### src/rtl/ts_evt_pkg.sv
package ts_evt_pkg;

   localparam int TS_W   = 32;
   localparam int ADDR_W = 4;

   typedef enum logic [3:0] {
      KIND_SWPUSH = 4'd0,
      KIND_WRAP   = 4'd1,
      KIND_HALF   = 4'd2,
      KIND_PIN    = 4'd3,
      KIND_RX     = 4'd4,
      KIND_TX     = 4'd5
   } ev_kind_e;

   typedef struct packed {
      logic [2:0]  rsvd;
      logic [4:0]  port;
      logic [3:0]  kind;
      logic [3:0]  msg;
      logic [15:0] seq;
   } ev_desc_t;

   typedef struct packed {
      ev_desc_t        desc;
      logic [TS_W-1:0] ts;
   } ev_entry_t;

   localparam int EVT_W = $bits(ev_entry_t);

   localparam logic [ADDR_W-1:0] RA_CTRL  = 4'd0;
   localparam logic [ADDR_W-1:0] RA_PUSH  = 4'd1;
   localparam logic [ADDR_W-1:0] RA_LDVAL = 4'd2;
   localparam logic [ADDR_W-1:0] RA_LDGO  = 4'd3;
   localparam logic [ADDR_W-1:0] RA_RAW   = 4'd4;
   localparam logic [ADDR_W-1:0] RA_MASK  = 4'd5;
   localparam logic [ADDR_W-1:0] RA_IEN   = 4'd6;
   localparam logic [ADDR_W-1:0] RA_POP   = 4'd7;
   localparam logic [ADDR_W-1:0] RA_EVLO  = 4'd8;
   localparam logic [ADDR_W-1:0] RA_EVHI  = 4'd9;
   localparam logic [ADDR_W-1:0] RA_OVF   = 4'd10;

   function automatic ev_entry_t mk_entry(input ev_kind_e k, input logic [4:0] port,
                                          input logic [3:0] msg, input logic [15:0] seq,
                                          input logic [TS_W-1:0] ts);
      ev_entry_t e;
      e.desc.rsvd = 3'b000;
      e.desc.port = port;
      e.desc.kind = k;
      e.desc.msg  = msg;
      e.desc.seq  = seq;
      e.ts        = ts;
      return e;
   endfunction

endpackage

### src/rtl/ts_counter.sv
module ts_counter #(
   parameter int W = 32
) (
   input  logic         clk,
   input  logic         rst_n,
   input  logic         en,
   input  logic         load,
   input  logic [W-1:0] load_val,
   output logic [W-1:0] cnt,
   output logic         wrap,
   output logic         half
);

   localparam logic [W-1:0] HALF_M1 = {1'b0, {(W-1){1'b1}}};

   logic [W-1:0] cnt_q;
   logic         step;

   assign step = en && !load;
   assign wrap = step && (&cnt_q);
   assign half = step && (cnt_q == HALF_M1);
   assign cnt  = cnt_q;

   always_ff @(posedge clk or negedge rst_n) begin
      if (!rst_n)     cnt_q <= '0;
      else if (load)  cnt_q <= load_val;
      else if (en)    cnt_q <= cnt_q + W'(1);
   end


   cnt_step_chk: assert property (@(posedge clk) disable iff (!rst_n)
      (en && !load) |=> (cnt_q == $past(cnt_q) + W'(1)));


   cnt_hold_chk: assert property (@(posedge clk) disable iff (!rst_n)
      (!en && !load) |=> $stable(cnt_q));


   cnt_load_chk: assert property (@(posedge clk) disable iff (!rst_n)
      load |=> (cnt_q == $past(load_val)));

endmodule

### src/rtl/ts_pin_sync.sv
module ts_pin_sync #(
   parameter int N = 4
) (
   input  logic         clk,
   input  logic         rst_n,
   input  logic [N-1:0] pin,
   output logic [N-1:0] rise
);

   for (genvar k = 0; k < N; k++) begin : g_pin
      logic s1_q, s2_q, s3_q;
      always_ff @(posedge clk or negedge rst_n) begin
         if (!rst_n) begin
            s1_q <= 1'b0;
            s2_q <= 1'b0;
            s3_q <= 1'b0;
         end else begin
            s1_q <= pin[k];
            s2_q <= s1_q;
            s3_q <= s2_q;
         end
      end
      assign rise[k] = s2_q && !s3_q;


      pin_rise_chk: assert property (@(posedge clk) disable iff (!rst_n)
         rise[k] |=> !rise[k]);
   end

endmodule

### src/rtl/ts_evt_arb.sv
module ts_evt_arb #(
   parameter int NSRC = 9,
   parameter int DW   = 64
) (
   input  logic                      clk,
   input  logic                      rst_n,
   input  logic [NSRC-1:0]           req,
   input  logic [NSRC-1:0][DW-1:0]   din,
   output logic                      out_valid,
   output logic [DW-1:0]             dout,
   output logic                      collide
);

   localparam int IDX_W = (NSRC > 1) ? $clog2(NSRC) : 1;

   logic [NSRC-1:0]         pend_q;
   logic [NSRC-1:0]         grant;
   logic [NSRC-1:0][DW-1:0] slot_q;
   logic [IDX_W-1:0]        gidx;

   always_comb begin
      grant = '0;
      gidx  = '0;
      for (int i = NSRC - 1; i >= 0; i--) begin
         if (pend_q[i]) begin
            grant    = '0;
            grant[i] = 1'b1;
            gidx     = IDX_W'(i);
         end
      end
   end

   assign out_valid = |pend_q;
   assign dout      = slot_q[gidx];
   assign collide   = |(req & pend_q & ~grant);

   always_ff @(posedge clk or negedge rst_n) begin
      if (!rst_n) begin
         pend_q <= '0;
         slot_q <= '0;
      end else begin
         for (int i = 0; i < NSRC; i++) begin
            if (req[i] && (!pend_q[i] || grant[i])) begin
               pend_q[i] <= 1'b1;
               slot_q[i] <= din[i];
            end else if (grant[i]) begin
               pend_q[i] <= 1'b0;
            end
         end
      end
   end


   grant_onehot_chk: assert property (@(posedge clk) disable iff (!rst_n)
      $onehot0(grant));


   drain_one_chk: assert property (@(posedge clk) disable iff (!rst_n)
      (out_valid && req == '0) |=> ($countones(pend_q) == $countones($past(pend_q)) - 1));

endmodule

### src/rtl/ts_evt_fifo.sv
module ts_evt_fifo #(
   parameter int DEPTH = 16,
   parameter int DW    = 64
) (
   input  logic          clk,
   input  logic          rst_n,
   input  logic          push,
   input  logic [DW-1:0] din,
   input  logic          pop,
   output logic [DW-1:0] dout,
   output logic          empty,
   output logic          full
);

   localparam int PTR_W = (DEPTH > 1) ? $clog2(DEPTH) : 1;
   localparam int CNT_W = $clog2(DEPTH + 1);
   localparam logic [PTR_W-1:0] LAST = PTR_W'(DEPTH - 1);

   logic [DW-1:0]    mem [DEPTH];
   logic [PTR_W-1:0] wptr_q, rptr_q;
   logic [CNT_W-1:0] cnt_q;
   logic             do_push, do_pop;

   assign empty   = (cnt_q == '0);
   assign full    = (cnt_q == CNT_W'(DEPTH));
   assign do_push = push && !full;
   assign do_pop  = pop && !empty;
   assign dout    = mem[rptr_q];

   always_ff @(posedge clk) begin
      if (do_push) mem[wptr_q] <= din;
   end

   always_ff @(posedge clk or negedge rst_n) begin
      if (!rst_n) begin
         wptr_q <= '0;
         rptr_q <= '0;
         cnt_q  <= '0;
      end else begin
         if (do_push) wptr_q <= (wptr_q == LAST) ? '0 : wptr_q + PTR_W'(1);
         if (do_pop)  rptr_q <= (rptr_q == LAST) ? '0 : rptr_q + PTR_W'(1);
         cnt_q <= cnt_q + CNT_W'(do_push) - CNT_W'(do_pop);
      end
   end


   fifo_bound_chk: assert property (@(posedge clk) disable iff (!rst_n)
      cnt_q <= CNT_W'(DEPTH));


   pop_one_chk: assert property (@(posedge clk) disable iff (!rst_n)
      (pop && !push && !empty) |=> (cnt_q == $past(cnt_q) - CNT_W'(1)));


   pop_empty_chk: assert property (@(posedge clk) disable iff (!rst_n)
      (pop && !push && empty) |=> empty);

endmodule

### src/rtl/ts_event_unit.sv
module ts_event_unit
   import ts_evt_pkg::*;
#(
   parameter int NPIN  = 4,
   parameter int DEPTH = 16
) (
   input  logic              clk,
   input  logic              rst_n,
   input  logic              reg_wr,
   input  logic [ADDR_W-1:0] reg_addr,
   input  logic [31:0]       reg_wdata,
   output logic [31:0]       reg_rdata,
   input  logic [NPIN-1:0]   hw_pin,
   input  logic              rx_stb,
   input  logic [4:0]        rx_port,
   input  logic [3:0]        rx_msg,
   input  logic [15:0]       rx_seq,
   input  logic              tx_stb,
   input  logic [4:0]        tx_port,
   input  logic [3:0]        tx_msg,
   input  logic [15:0]       tx_seq,
   output logic              irq
);

   localparam int SRC_WRAP = 0;
   localparam int SRC_HALF = 1;
   localparam int SRC_PUSH = 2;
   localparam int SRC_PIN0 = 3;
   localparam int SRC_RX   = SRC_PIN0 + NPIN;
   localparam int SRC_TX   = SRC_RX + 1;
   localparam int NSRC     = SRC_TX + 1;
   localparam int PIN_LSB  = 8;
   localparam logic [31:0] CTRL_MASK = 32'h3 | (((32'd1 << NPIN) - 32'd1) << PIN_LSB);
   localparam logic [TS_W-1:0] HALF_TS = {1'b1, {(TS_W-1){1'b0}}};

   if (NPIN < 1 || NPIN > 4) begin : g_bad_npin
      $error("NPIN must be 1 to 4");
   end
   if (DEPTH < 2) begin : g_bad_depth
      $error("DEPTH must be at least 2");
   end

   logic [31:0]     ctrl_q, ldval_q;
   logic            ien_q, ovf_q;
   logic            unit_en;
   logic            wr_push, wr_ldgo, wr_pop, wr_ovfclr;
   logic [TS_W-1:0] cnt;
   logic            wrap, half;
   logic [NPIN-1:0] rise;
   logic [NSRC-1:0] src_req;
   logic [NSRC-1:0][EVT_W-1:0] src_evt;
   logic            arb_valid, collide;
   logic [EVT_W-1:0] arb_evt;
   ev_entry_t       head;
   logic            q_empty, q_full;
   logic            raw_pend, mask_pend;

   assign unit_en   = ctrl_q[0];
   assign wr_push   = reg_wr && (reg_addr == RA_PUSH) && reg_wdata[0];
   assign wr_ldgo   = reg_wr && (reg_addr == RA_LDGO) && reg_wdata[0];
   assign wr_pop    = reg_wr && (reg_addr == RA_POP)  && reg_wdata[0];
   assign wr_ovfclr = reg_wr && (reg_addr == RA_OVF)  && reg_wdata[0];

   always_ff @(posedge clk or negedge rst_n) begin
      if (!rst_n) begin
         ctrl_q  <= '0;
         ldval_q <= '0;
         ien_q   <= 1'b0;
         ovf_q   <= 1'b0;
      end else begin
         if (reg_wr && reg_addr == RA_CTRL)  ctrl_q  <= reg_wdata & CTRL_MASK;
         if (reg_wr && reg_addr == RA_LDVAL) ldval_q <= reg_wdata;
         if (reg_wr && reg_addr == RA_IEN)   ien_q   <= reg_wdata[0];
         ovf_q <= (ovf_q && !wr_ovfclr) || (arb_valid && q_full) || collide;
      end
   end

   ts_counter #(.W(TS_W)) u_cnt (
      .clk(clk), .rst_n(rst_n), .en(unit_en), .load(wr_ldgo),
      .load_val(ldval_q), .cnt(cnt), .wrap(wrap), .half(half)
   );

   ts_pin_sync #(.N(NPIN)) u_sync (
      .clk(clk), .rst_n(rst_n), .pin(hw_pin), .rise(rise)
   );

   assign src_req[SRC_WRAP] = wrap;
   assign src_evt[SRC_WRAP] = mk_entry(KIND_WRAP, 5'd0, 4'd0, 16'd0, '0);
   assign src_req[SRC_HALF] = half;
   assign src_evt[SRC_HALF] = mk_entry(KIND_HALF, 5'd0, 4'd0, 16'd0, HALF_TS);
   assign src_req[SRC_PUSH] = unit_en && wr_push;
   assign src_evt[SRC_PUSH] = mk_entry(KIND_SWPUSH, 5'd0, 4'd0, 16'd0, cnt);

   for (genvar k = 0; k < NPIN; k++) begin : g_pin_src
      assign src_req[SRC_PIN0+k] = unit_en && rise[k] && ctrl_q[PIN_LSB+k];
      assign src_evt[SRC_PIN0+k] = mk_entry(KIND_PIN, 5'(k + 1), 4'd0, 16'd0, cnt);
   end

   assign src_req[SRC_RX] = unit_en && rx_stb;
   assign src_evt[SRC_RX] = mk_entry(KIND_RX, rx_port, rx_msg, rx_seq, cnt);
   assign src_req[SRC_TX] = unit_en && tx_stb;
   assign src_evt[SRC_TX] = mk_entry(KIND_TX, tx_port, tx_msg, tx_seq, cnt);

   ts_evt_arb #(.NSRC(NSRC), .DW(EVT_W)) u_arb (
      .clk(clk), .rst_n(rst_n), .req(src_req), .din(src_evt),
      .out_valid(arb_valid), .dout(arb_evt), .collide(collide)
   );

   ts_evt_fifo #(.DEPTH(DEPTH), .DW(EVT_W)) u_fifo (
      .clk(clk), .rst_n(rst_n), .push(arb_valid && !q_full), .din(arb_evt),
      .pop(wr_pop), .dout(head), .empty(q_empty), .full(q_full)
   );

   assign raw_pend  = !q_empty || ctrl_q[1];
   assign mask_pend = raw_pend && ien_q;
   assign irq       = mask_pend;

   always_comb begin
      reg_rdata = '0;
      case (reg_addr)
         RA_CTRL:  reg_rdata = ctrl_q;
         RA_LDVAL: reg_rdata = ldval_q;
         RA_RAW:   reg_rdata = {31'd0, raw_pend};
         RA_MASK:  reg_rdata = {31'd0, mask_pend};
         RA_IEN:   reg_rdata = {31'd0, ien_q};
         RA_EVLO:  reg_rdata = q_empty ? '0 : head.ts;
         RA_EVHI:  reg_rdata = q_empty ? '0 : head.desc;
         RA_OVF:   reg_rdata = {31'd0, ovf_q};
         default:  reg_rdata = '0;
      endcase
   end


   ovf_set_chk: assert property (@(posedge clk) disable iff (!rst_n)
      (arb_valid && q_full) |=> ovf_q);


   ovf_sticky_chk: assert property (@(posedge clk) disable iff (!rst_n)
      (ovf_q && !wr_ovfclr) |=> ovf_q);


   off_quiet_chk: assert property (@(posedge clk) disable iff (!rst_n)
      (!unit_en && !arb_valid) |=> !arb_valid);

endmodule

### config.mk
export PLATFORM = sky130hd
export DESIGN_NAME = ts_event_unit
export DESIGN_NICKNAME = d
export VERILOG_FILES = /design/src/rtl/ts_evt_pkg.sv /design/src/rtl/ts_counter.sv /design/src/rtl/ts_pin_sync.sv /design/src/rtl/ts_evt_arb.sv /design/src/rtl/ts_evt_fifo.sv /design/src/rtl/ts_event_unit.sv
export SDC_FILE = /design/constraint.sdc
export NUM_CORES = 2
export LEC_CHECK = 0
export ABC_AREA = 1
export BUFFER_PORTS_ARGS = -buffer_cell sky130_fd_sc_hd__buf_2
export CORE_ASPECT_RATIO = 0.75
export CORE_MARGIN = 2
export CORE_UTILIZATION = 40
export CTS_CLUSTER_DIAMETER = 30
export DETAILED_ROUTE_END_ITERATION = 10
export PLACE_DENSITY = 0.67
export SETUP_SLACK_MARGIN = 0.05
export SYNTH_ARGS = -nofsm -noshare
export SYNTH_HDL_FRONTEND = slang
export SYNTH_SLANG_ARGS = --single-unit
### constraint.sdc
create_clock -name clk -period 4.8 [get_ports clk]
set_input_delay 0.48 -clock clk [delete_from_list [all_inputs] [get_ports clk]]
set_output_delay 0.48 -clock clk [all_outputs]
set_load 0.02 [all_outputs]
Word-level counts from Yosys, hierarchy flattened
Memory sizes are Yosys's and may differ from the RTL's.
Index checks and enable logic that the tools add are counted.
{ "totals": {"output_inout_bits": 33, "memories": 1, "word_cells": 197, "regBits": 389, "ramBits": 1024} }
{ "classes": {"reduce_logical": 88, "n_addsub": 5, "n_bitwise": 3, "n_lt_le_gt_ge": 1, "n_eq_ne": 14, "muxes": 47} }
{ "mem_list": {"columns": ["name", "words", "width", "rd", "rd_clocked_by_memory_dff", "wr", "line_no", "text"], "rows": [
  ["u_fifo.mem", 16, 64, 1, 0, 1, "ts_evt_fifo.sv:19", "logic [DW-1:0] mem [DEPTH];"]
]} }
{ "op_table": {"columns": ["operator", "count"], "rows": [
  ["binary-select mux 64 bit (select 4 bit)", 1],
  ["one-hot mux 32 bit (8 select lines)", 1],
  ["2-to-1 mux 32 bit", 4],
  ["2-to-1 mux 9 bit", 9],
  ["2-to-1 mux 64 bit", 1],
  ["logical AND 1 bit", 44],
  ["2-to-1 mux 4 bit", 11],
  ["adder 32 x 1 -> 32 bit, second input constant", 1],
  ["== test 32 x 31 -> 1 bit, second input constant", 1],
  ["AND reduction 32 bit", 1],
  ["== test 4 bit, second input constant", 5],
  ["2-to-1 mux 1 bit", 20],
  ["nonzero test 2 bit", 10],
  ["AND 9 bit", 2],
  ["OR reduction 9 bit", 2],
  ["zero test 1 bit", 17],
  ["== test 4 x 3 -> 1 bit, second input constant", 4],
  ["logical OR 1 bit", 12],
  ["inverter 9 bit", 1],
  ["adder 4 x 1 -> 4 bit, second input constant", 2],
  ["== test 4 x 2 -> 1 bit, second input constant", 2],
  ["adder 5 x 1 -> 5 bit", 1],
  ["== test 5 bit, second input constant", 1],
  ["zero test 5 bit", 1],
  ["4 further kinds", 4]
]} }

Logic depth before layout (Yosys ltp)
{ "depth": {"word_depth": 13, "mapped_depth": 15} }

By module
A second synthesis with hierarchy kept.
{ "hier_totals": {"hier_cells": 8669, "hier_area_um2": 78684.2} }
{ "by_module_without_submodules": {"columns": ["mod", "cells_per_inst", "n_inst", "area_per_inst_um2"], "rows": [
  ["ts_evt_fifo", 4480, 1, 45172.1],
  ["ts_evt_arb", 3466, 1, 28318.4],
  ["ts_event_unit", 376, 1, 2546.2],
  ["ts_counter", 327, 1, 2307.2],
  ["ts_pin_sync", 20, 1, 340.3]
]} }

Worst setup path after synthesis
OpenSTA, ideal clock, no wires.
{ "synth_timing": {"kind": "register to register", "startpoint": "register u_fifo.cnt_q[2]", "endpoint": "memory u_fifo.mem[7][0], enable pin", "path_stages_with_launch": 8, "path_buffers": 0, "path_slack_ps": 759, "arrival_ps": 3563, "cell_sequence": "dfrtp_1 > inv_1 > ha_1 > nand4_1 > nand2_1 > nor2_1 > nand2_1 > nor2_1"} }
{ "synth_via": {"elab_chain_cells": 6} }
{ "synth_lines": {"columns": ["item", "line_no", "text"], "rows": [
  ["from (decl)", "ts_evt_fifo.sv:21", "logic [CNT_W-1:0] cnt_q;"],
  ["from (signal assigned)", "ts_evt_fifo.sv:42", "cnt_q <= cnt_q + CNT_W'(do_push) - CNT_W'(do_pop);"],
  ["== test 5 bit *", "ts_evt_fifo.sv:25", "assign full = (cnt_q == CNT_W'(DEPTH));"],
  ["zero test 1 bit *", "ts_evt_fifo.sv:26, ts_event_unit.sv:110", null],
  ["logical AND 1 bit", "ts_event_unit.sv:110", ".clk(clk), .rst_n(rst_n), .push(arb_valid && !q_full), .din(arb_evt),"],
  ["logical AND 1 bit *", "ts_evt_fifo.sv:26", "assign do_push = push && !full;"],
  ["2-to-1 mux 1 bit *", "ts_evt_fifo.sv:31", "if (do_push) mem[wptr_q] <= din;"],
  ["2-to-1 mux 1 bit (not written as such) *", "ts_evt_fifo.sv:31", null],
  ["to (decl)", "ts_evt_fifo.sv:19", null]
]} }
Mark *: on every way between the ends. The rest lies on a longest branch, timed or not.

Worst setup path after layout
{ "layout_timing": {"startpoint": "register u_fifo.cnt_q[3]", "endpoint": "output reg_rdata[0]"} }
{ "layout_via": {"elab_chain_cells": 5, "word_cells_on_any_way": 7} }
{ "layout_lines": {"columns": ["item", "line_no", "text"], "rows": [
  ["zero test 5 bit *", "ts_evt_fifo.sv:24", "assign empty = (cnt_q == '0);"],
  ["zero test 1 bit", "ts_event_unit.sv:114", "assign raw_pend = !q_empty || ctrl_q[1];"],
  ["logical OR 1 bit", "ts_event_unit.sv:114", null],
  ["logical AND 1 bit", "ts_event_unit.sv:115", "assign mask_pend = raw_pend && ien_q;"],
  ["one-hot mux 32 bit (8 select lines) *", "ts_event_unit.sv:120", "case (reg_addr)"],
  ["to (decl)", "ts_event_unit.sv:12", "output logic [31:0] reg_rdata,"]
]} }
Marked as above.

==> results by group <==
CTS
  – Later-pin clock latency in the skew report: 0.84 ns
  – CTS sink count: 1348
  – Clk slew on worst S/H paths: 0.06 ns
  – H-Tree Depth: 4
  – CTS max path bufs: 3
  – CTS Buf Count: between 150 and 200
  – Post_cts resized: 0
  – CTS tree: yes
  – CTS root buf: clkbuf_16

STA
  – Measured slew at the worst slew-check pin: 1.20 ns
  – Endpoints failing setup: 0
  – Fmax: 0.242 GHz
  – Fin crit share: 0.862
  – Final Hold Vio Count: 0
  – Max Slew Vio Count: 0
  – RSZ-0062 raised after global routing: no
  – Final worst setup slack: 0.665 ns
  – Hold Worst Slack: 0.0366 ns
  – Clk_skew: 0.0680 ns
  – TNS Setup: 0 ns
  – Slew headroom: 0.193
  – Final min period: 4.14 ns

Power and ir drop
  – Total internal power: ~26000 uW
  – Clk pwr share: 0.373
  – NetSw: 13200 uW
  – LEAKAGE: between 0.02 and 0.025 uW
  – Register share of total power: 0.403
  – Overall power: 39400 uW
  – Pwr Density: about 600 nW/um^2
  – Peak VDD IR: 0.501 mV
  – Switching share of power: 0.334
  – Comb power frac: 0.224

Route
  – Drt total wl: roughly 170 mm
  – Avg WL per Cell: about 23 um
  – First-pass iteration count of the detailed router: 6
  – Via count: 40000
  – Initial detailed-routing violation count: approximately 5700
  – DR DRC count: 0
  – DR vias/cell: 5.63
  – Remaining antenna violation count: 0

Critical path
  – Critical Path RT: 4.32 ns
  – Delay of the slowest critical-path stage: between 1 and 1.5 ns
  – Crit end category: output pin
  – Crit-path most repeated cell: nand3_1
  – Reg2reg setup slack: 1.53 ns
  – CP arrival: 3.66 ns
  – Crit Path Class: reg -> out
  – Setup crit start kind: flip-flop
  – CP max FO: 3
  – CP max stage cell: a211oi_1
  – Crit-path cells: inv_1, ha_1, nand3_1, nor2_1, nand2_1, a211oi_1, nand3_1, buf_2

Yosys
  – Sequential area share after synthesis: 0.690
  – EDFF count, synth: 960
  – Synth Instances: 4902
  – Syn Nets: 5010
  – Number of synthesis warnings: 0
  – Post-Syn Area: 55800 sq um
  – #FFs+latches synth: between 1000 and 1500
  – Synth unique cells: 46
  – Post-Syn Area per Cell: roughly 11 sq um
  – Ys flop type: edfxtp_1
  – Fraction of registers with async set/reset: 0.288

Placement
  – Dpl cells: about 6600
  – Final GP Congestion: between 0.9 and 1
  – IO Port Bufs: 127
  – DP Worst Slack: 1.32 ns
  – Detailed placer's ending HPWL: roughly 96 mm

Floorplanning
  – Die Y: 328 um
  – Initial Util: 0.404
  – Cell Rows: 118
  – Area of the core: 138000 sq um
  – I/O pin count: 128
  – Die Area: about 140000 sq um
  – Die Wd: around 440 um

Hold path
  – HP Class: in -> reg

Cells and area
  – Synth-to-layout area growth: 18.6%
  – Nets@finish: 5179
  – Layout cell share with drive strength beyond 1: 0.128
  – Sequential cell area: 38500 sq um
  – Area of the multi-input gates: roughly 15000 sq um
  – Fillers: 12100
  – Non-Filler Instances: a little over 7000

Global route
  – First-pass GRT wire length: 247 mm
  – Number of global-route vias before repair: 38000
  – Largest net degree at the start of global routing: 170
  – Initial antenna violation count: 4
  – GRT Util Overall: 0.229
  – Gr ovfl total: 0

Outcome
  – Outcome: finished clean

Flow run
  – Maximum capacitance violations: 0
-- layer usage --
layer / vias up / GRT usage / routed length, um
li1: 17800 / - / -
met2: 2151 / 0.344 / 74200
met1: 19800 / 0.332 / 70200
met4: 0 / 0.0897 / 5730
met3: 273 / 0.0392 / 15900
met5: - / 0 / 0
-- cell usage in the layout (no fill, tap or decap), types with 55 or more instances in the layout --
cell and instances:
o21ai_0 716, o221ai_1 101, inv_1 178, clkbuf_16 198
edfxtp_1 960, buf_4 55, dlygate4sd3_1 83, dfrtp_1 385
nand2_1 852, o22ai_1 149, o21ai_1 60, nand3_1 253
nor2_1 577, buf_2 126
-- repair_timing --
action	in CTS	in global routing
hold buffers	83	0
setup buffers	0	0
hold endpoints to repair	168	0
-- kinds of logic (layout without fill, tap and decap cells) --
logic type / Yosys count / count (layout) / synth area share
AOI/OAI and AO/OA: 1133 / 1133 / 0.116
xor gates and xnor gates: 32 / 32 / 0.00502
adders and majority gates: 13 / 13 / 0.00305
buffers and inverters: 526 / 870 / 0.0397
DFF: 1348 / 1348 / 0.690
muxes: 57 / 57 / 0.0143
other: 0 / 3 / 0
and+or+nand+nor: 1793 / 1793 / 0.132
-- per-stage QoR --
stage	util	instance area, sq um
after floorplan	-	55800
after global placement	0.422	58400
after detailed placement	0.422	58400
after CTS	0.478	66200
after global routing	0.478	66200
final	0.478	66200
-- cell usage after synthesis (3+ instances only) --
| cell type | number | area, sq um |
|---|---|---|
| nand3_1 | 254 | 1270 |
| o211ai_1 | 42 | 315 |
| clkinv_1 | 7 | 26.3 |
| mux2_1 | 8 | 90.1 |
| clkbuf_1 | 201 | 754 |
| buf_2 | 81 | 405 |
| nor2_1 | 594 | 2230 |
| buf_4 | 16 | 120 |
| ha_1 | 12 | 150 |
| buf_6 | 11 | 124 |
| o21ai_1 | 60 | 300 |
| nor3_1 | 20 | 100 |
| edfxtp_1 | 960 | 28800 |
| nand2_4 | 4 | 45.0 |
| nor2_2 | 7 | 43.8 |
| nor4_1 | 3 | 18.8 |
| a32o_1 | 23 | 230 |
| inv_2 | 20 | 75.1 |
| nor3_2 | 3 | 30.0 |
| buf_1 | 10 | 37.5 |
| o221ai_1 | 101 | 885 |
| inv_1 | 180 | 676 |
| nand4_1 | 10 | 62.6 |
| nor2_4 | 3 | 33.8 |
| mux2_2 | 8 | 90.1 |
| xor2_1 | 31 | 272 |
| a21oi_1 | 34 | 170 |
| o21ai_0 | 716 | 3580 |
| mux2_4 | 41 | 616 |
| nand3b_1 | 31 | 233 |
| nand2_1 | 855 | 3210 |
| nand2_2 | 5 | 31.3 |
| dfrtp_1 | 388 | 9710 |
| o22ai_1 | 149 | 932 |
-- final timing paths --
kind	from	end	cells after the start
max in group asynchronous	rst_n	u_arb.slot_q[533]	3
min	reg_wdata[12]	ldval_q[12]	3
max	u_fifo.cnt_q[3]	reg_rdata[0]	8
min reg2reg	u_sync.g_pin[0].s1_q	u_sync.g_pin[0].s2_q	0
max reg2reg	u_arb.pend_q[0]	u_fifo.mem[1][16]	8
min in group asynchronous	rst_n	u_arb.slot_q[349]	2
-- critical path: cells and delay by family (launching register included) --
family | cells | cell delay [ns]
AO/OA/AOI/OAI | 1 | 1.01
AND/OR/NAND/NOR | 4 | 0.92
flip-flops | 1 | 0.39
buffers and inverters | 2 | 0.36
adder cells (fa/ha/maj) | 1 | 0.16
-- state kept, by name (all words and copies together) (netlist names) --
signal / flops
ctrl_q: 6
ien_q: 1
ldval_q: 32
ovf_q: 1
u_arb.pend_q: 9
u_arb.slot_q: 282
u_cnt.cnt: 32
u_fifo.cnt_q: 5
u_fifo.mem: 960
u_fifo.rptr_q: 4
u_fifo.wptr_q: 4
u_sync.g_pin.s1_q: 4
u_sync.g_pin.s2_q: 4
u_sync.g_pin.s3_q: 4
-- power by group through the flow --
stage | Combinational, uW | Sequential (uW) | Clock, uW
6_report | 8830 | 15900 | 14700
5_1_grt | 9690 | 16000 | 15300
4_1_cts | 8730 | 15800 | 14800
3_5_place_dp | 8620 | 16000 | 0
3_3_place_gp | 8440 | 16000 | 0
2_1_floorplan | 5710 | 15700 | 0
-- final cells by class --
class | count | share of cell area
diodes | 3 | 0.000113
clock buffers | 220 | 0.0773
clock inverters | 154 | 0.0271
inverters | 207 | 0.0120
multi-input cells | 3028 | 0.230
flip-flops and latches | 1348 | 0.582
well taps | 1860 | 0.0352
repair buffers | 289 | 0.0358
Note: power is estimated with default switching activity, not from simulation.
